==> src/rtl/parity_ram.sv <==
module parity_ram #(
  parameter int AW = 6
) (
  input  logic          clk,
  input  logic          rst_n,
  input  logic          wr_en,
  input  logic          rd_en,
  input  logic [AW-1:0] addr,
  input  logic [7:0]    wdata,
  input  logic          inj_even,
  input  logic          clr_err,
  output logic [7:0]    rd_data,
  output logic          rd_valid,
  output logic [7:0]    status,
  output logic [AW-1:0] err_addr
);
  localparam int DEPTH = 1 << AW;

  logic [8:0] mem [DEPTH];
  logic       wpar;
  logic [8:0] rword;
  logic       rbad;
  logic       sticky;
  logic       last_bad;

  assign wpar  = inj_even ? ^wdata : ~^wdata;
  assign rword = mem[addr];
  assign rbad  = ~^rword;

  always_ff @(posedge clk)
    if (wr_en) mem[addr] <= {wpar, wdata};

  always_ff @(posedge clk) begin
    if (!rst_n) begin
      rd_data  <= '0;
      rd_valid <= 1'b0;
      last_bad <= 1'b0;
    end else begin
      rd_valid <= rd_en;
      if (rd_en) begin
        rd_data  <= rword[7:0];
        last_bad <= rbad;
      end
    end
  end

  always_ff @(posedge clk) begin
    if (!rst_n) begin
      sticky   <= 1'b0;
      err_addr <= '0;
    end else if (rd_en && rbad && (!sticky || clr_err)) begin
      sticky   <= 1'b1;
      err_addr <= addr;
    end else if (clr_err) begin
      sticky   <= 1'b0;
      err_addr <= '0;
    end
  end

  assign status = {2'b00, sticky, last_bad, 3'b000, inj_even};
endmodule


==> config.mk <==
export PLATFORM = sky130hd
export DESIGN_NAME = parity_ram
export DESIGN_NICKNAME = d
export VERILOG_FILES = /design/src/rtl/parity_ram.sv
export SDC_FILE = /design/constraint.sdc
export NUM_CORES = 1
export LEC_CHECK = 0
export ABC_AREA = 0
export BUFFER_PORTS_ARGS = -buffer_cell sky130_fd_sc_hd__buf_2
export CAP_MARGIN = 20
export CORE_AREA = 2 2 283 285
export CTS_CLUSTER_SIZE = 30
export DETAILED_ROUTE_END_ITERATION = 8
export DIE_AREA = 0 0 285 287
export SYNTH_ARGS = -nofsm -noshare
export SYNTH_HDL_FRONTEND = slang
export SYNTH_SLANG_ARGS = --single-unit
==> constraint.sdc <==
create_clock -name clk -period 4 [get_ports clk]
set_input_delay 0.8 -clock clk [delete_from_list [all_inputs] [get_ports clk]]
set_output_delay 0.8 -clock clk [all_outputs]
set_load 0.005 [all_outputs]
==> results <==
- The run finished with clean final reports.
- The number of buffers and inverters on the critical path is 5.
- Setup violations remaining at the end of the flow were counted as 0.
- The sum of overflow across all layers after global routing is 0.
- In this run the cell area of the synthesized design comes to between 20000 and 25000 sq um.
- The remaining antenna violation count after routing is 0.
- At the end of routability-driven placement, the weighted congestion stood at between 0.9 and 1.
- The maximum buffer depth of the clock tree is 3.
- The total leakage power is 0.00965 uW.
- The clock sink count is 593.
- After clock tree synthesis, the clock-pin slew on the worst setup and hold paths is ~0.060 ns.
- The count of buffers added by post-CTS timing repair for setup is 0.
- The average cell area after synthesis is between 15 and 20 sq um.
- The fraction of synthesis flops using an asynchronous set or reset pin is 0%.
- The slew at the pin closest to its max-slew limit is around 0.96 ns.
- The first TritonRoute pass finished after 7 iterations.
- The number of endpoints with negative hold slack in the final report came to 0.
- On the worst path, the slowest cell contributes a delay of ~0.49 ns.
- The worst setup path is launched from an input port.
- Dividing total power by cell area gives a power density of ~500 nW/um^2.
- The register bit total from synthesis is just under 600.
- In this run the cell area measured after placement is about 27000 sq um.
- The detailed router placed 14270 vias in this run.
- Traced cell by cell, the critical path runs through buf_4 -> buf_4 -> buf_4 -> mux2i_1 -> o22ai_1 -> buf_4 -> o21ai_0 -> o2111ai_1 -> nor4_2 -> buf_4 -> xnor2_1 -> xor3_2 -> o311ai_1 -> a21oi_1.
- The final worst clock skew is ~0.020 ns.
- The number of standard-cell rows in the floorplan is between 100 and 150.
- The total count of max-transition violations in the final report came to 0.
- In this run, CTS created clock tree buffers numbering 59.
- The overall die width is about 290 um.
- Entering global routing, the biggest net connects 65 pins.
- In this run the tool buffered the top-level ports with 37 buffer cells.
- After legalization and detailed placement, the total HPWL measured 47100 um.
- The critical path starts at addr[2].
- The number of top-level design ports is 43.
- The overall routed net length is between 70000 and 80000 um.
- Global routing used approximately 17% of the available tracks.
- The worst supply voltage drop on vdd is ~330 uV.
- In this run the worst path has a maximum fanout of 18.
- Once layout is done, the placed cells without fillers occupy just under 30000 sq um.
- Once the floorplan was initialized, standard cells occupied between 20% and 30% of the core.
- The slowest stage cell on the critical path is xor3_2.
- For the final routed database, the setup TNS stands at 0 ns.
- The remaining design rule violation count is 0.
- The H-tree level count is 2.
- The root buffer cell is clkbuf_16.
- The data arrival at the endpoint of the critical path is approximately 4.4 ns.
- The number of violations reported at the end of detailed-routing iteration 0 is about 1800.
- Setup repair after global routing left no endpoint under its margin.
- The clock tree from TritonCTS is done.
- The first global-routing pass estimated approximately 100000 um of wire.
- The number of buffers inserted by hold repair at cts is 0.
- The required time at the worst-slack endpoint is between 4 and 5 ns.
- The number of antenna violations at the first check in global routing is 1.
- Counting the fill cells in the layout gives approximately 7400.
- Measured against its own limit, the worst slew margin works out to about 36%.
- Synthesis instantiated 67 different standard cells from the library.
- The fraction of final layout cells sized beyond drive strength 1 is between 30% and 40%.
- Using the TritonRoute via totals, the vias-per-cell ratio works out to ~5.2.
- In the final routed layout, each cell accounts on average for around 26 um.
- After synthesis, flip-flops and latches occupy 75.3% of the total area.
- The synthesized design contains roughly 580 enable-type register cells.
- The class of the worst hold path is input port to register.
- The startpoint identified for the worst hold timing path is rst_n.
- The cell count after synthesis came out at 1351.
- The fmax is approximately 260 MHz.
- The floorplan step set the die height to 287 um.
- The total inserted antenna cells is 0.
- Max-cap violations in this run came to 0.
- The clock latency on the worst-skew pair is ~0.63 ns.
- After layout, the worst path uses 97.6% of the clock period.
- The synthesis warning total is 0.
- The worst setup path is captured at a register.
- Among all flip-flop cells after synthesis, the most frequent one is edfxtp_1.
- The critical path in this run is classified as input port to register.
- In this run the standard cell core region covers 78600 sq um.
- The post-layout minimum cycle time is 3.91 ns.
- In this design, the critical path's most frequently occurring cell is buf_4.
- The launch instance of the worst register-to-register path is mem[11][6].
- The final net count is 1658.
- Among cell families on the critical path, the largest total delay comes from buffers and inverters.
- Relative to the synthesized area, the layout overhead comes to 23.1%.
- The floorplan step defined a die boundary enclosing 81800 sq um.
- The via count of the first global-routing pass is about 14000.
[cells by family after synthesis]
kind of cell | after synthesis | synth area share, %
flip-flops | 593 | 75.3
AO/OA/AOI/OAI | 286 | 9.40
AND/OR/NAND/NOR | 226 | 4.54
multiplexers | 122 | 7.52
buffers and inverters | 108 | 2.45
XOR/XNOR | 15 | 0.748
other | 1 | 0.0160
[path summary, 6_finish.rpt]
path	slack, ns	cells after the start	endpoint
max	0.09	14	err_addr[0]
min	0.45	3	last_bad
max reg2reg	0.29	12	err_addr[0]
min reg2reg	0.48	2	rd_data[1]
[worst reg2reg max path: stages, from the launching register on]
cell       delay, ns
edfxtp_1        0.39
mux4_2          0.47
mux2i_1         0.19
buf_4           0.16
o22ai_1         0.13
a221oi_1        0.36
buf_4           0.18
o2111ai_1       0.19
xnor2_1         0.19
xnor3_1         0.33
xor3_2          0.56
o311ai_1        0.31
a21oi_1         0.11
[where the power goes]
group          total (uW)  internal [uW]  switching [uW]
logic                1290            492             793
clock network        5810           3450            2360
registers            7010           6980            34.2
[per-layer routing]
layer	GRT usage, %	share of wire, %	up-vias
li1	-	-	6088
met1	23.7	43	7403
met2	26.9	46	665
met3	3.57	8.6	114
met4	4.95	2.8	0
met5	0	0	-
[flip-flops by register name (all words and copies together) (netlist names)]
name,count
err_addr,6
last_bad,1
mem,576
rd_data,8
rd_valid,1
sticky,1
[metrics by stage]
step / setup WS (ns) / power [uW] / util (%) / hold slack (ns) / cells
after global routing: 0.0449 / 14500 / 36.7 / 0.488 / 2734
after floorplan: 0.265 / 7760 / - / 0.473 / 1355
after CTS: 0.0624 / 14200 / 36.6 / 0.419 / 2734
after global placement: -0.604 / 8390 / 34.1 / 0.478 / 2627
final: 0.0940 / 14100 / 36.7 / 0.449 / 2734
after detailed placement: -0.576 / 8410 / 34.1 / 0.476 / 2627
[placed cells by master, fill, tap and decap left out, types with 9 or more instances in the layout]
cell         n
o21ai_0     20
clkinv_2    17
bufinv_16   12
a221oi_1    73
xnor2_1      9
mux4_2      40
a22o_1      13
nor3_1      14
a22oi_1     45
mux2i_1     51
edfxtp_1   576
o221ai_1     9
mux2_2      31
clkinv_1    12
buf_4      268
nor2_1     107
clkbuf_16   59
o22ai_1     34
dfxtp_1     17
buf_12      19
nand2_1     37
buf_2       34
a211oi_1    11
a21oi_1     28
nand3_1     18
[layout make-up]
| type | count | area (sq um) | share of cell area (%) |
|---|---|---|---|
| multi-input combinational | 654 | 5260 | 18.3 |
| timing repair buffer | 322 | 2570 | 8.93 |
| clock buffer | 64 | 1500 | 5.19 |
| clock inverter | 43 | 512 | 1.78 |
| inverter | 8 | 30.0 | 0.104 |
| tap | 1050 | 1310 | 4.56 |
| sequential | 593 | 17600 | 61.2 |
[Yosys cell counts (6+ instances only)]
master / number / area share, %
buf_2: 37 / 0.79
a211oi_1: 11 / 0.35
o311ai_1: 6 / 0.22
or2_2: 6 / 0.16
nand2_1: 37 / 0.59
nand3b_1: 6 / 0.19
o221ai_1: 9 / 0.34
buf_6: 8 / 0.38
xnor2_1: 10 / 0.37
mux2i_1: 51 / 2.2
mux2_2: 31 / 1.5
a22oi_1: 45 / 1.4
mux4_2: 40 / 3.8
a221oi_1: 73 / 2.7
a221o_1: 7 / 0.30
inv_1: 7 / 0.11
nor2_1: 109 / 1.7
clkbuf_1: 33 / 0.53
o21ai_0: 20 / 0.43
nand3_1: 18 / 0.38
a21oi_1: 28 / 0.60
o22ai_1: 34 / 0.91
nor3_1: 14 / 0.30
dfxtp_1: 17 / 1.5
nor2b_1: 8 / 0.21
edfxtp_1: 576 / 74
a22o_1: 13 / 0.49
buf_4: 16 / 0.51
[what timing repair did]
item	in CTS	in global routing
endpoints found under the hold margin	0	0
resized for setup	0	2
endpoints found under the setup margin	0	6
No activity file was read; power rests on OpenSTA's default activity.
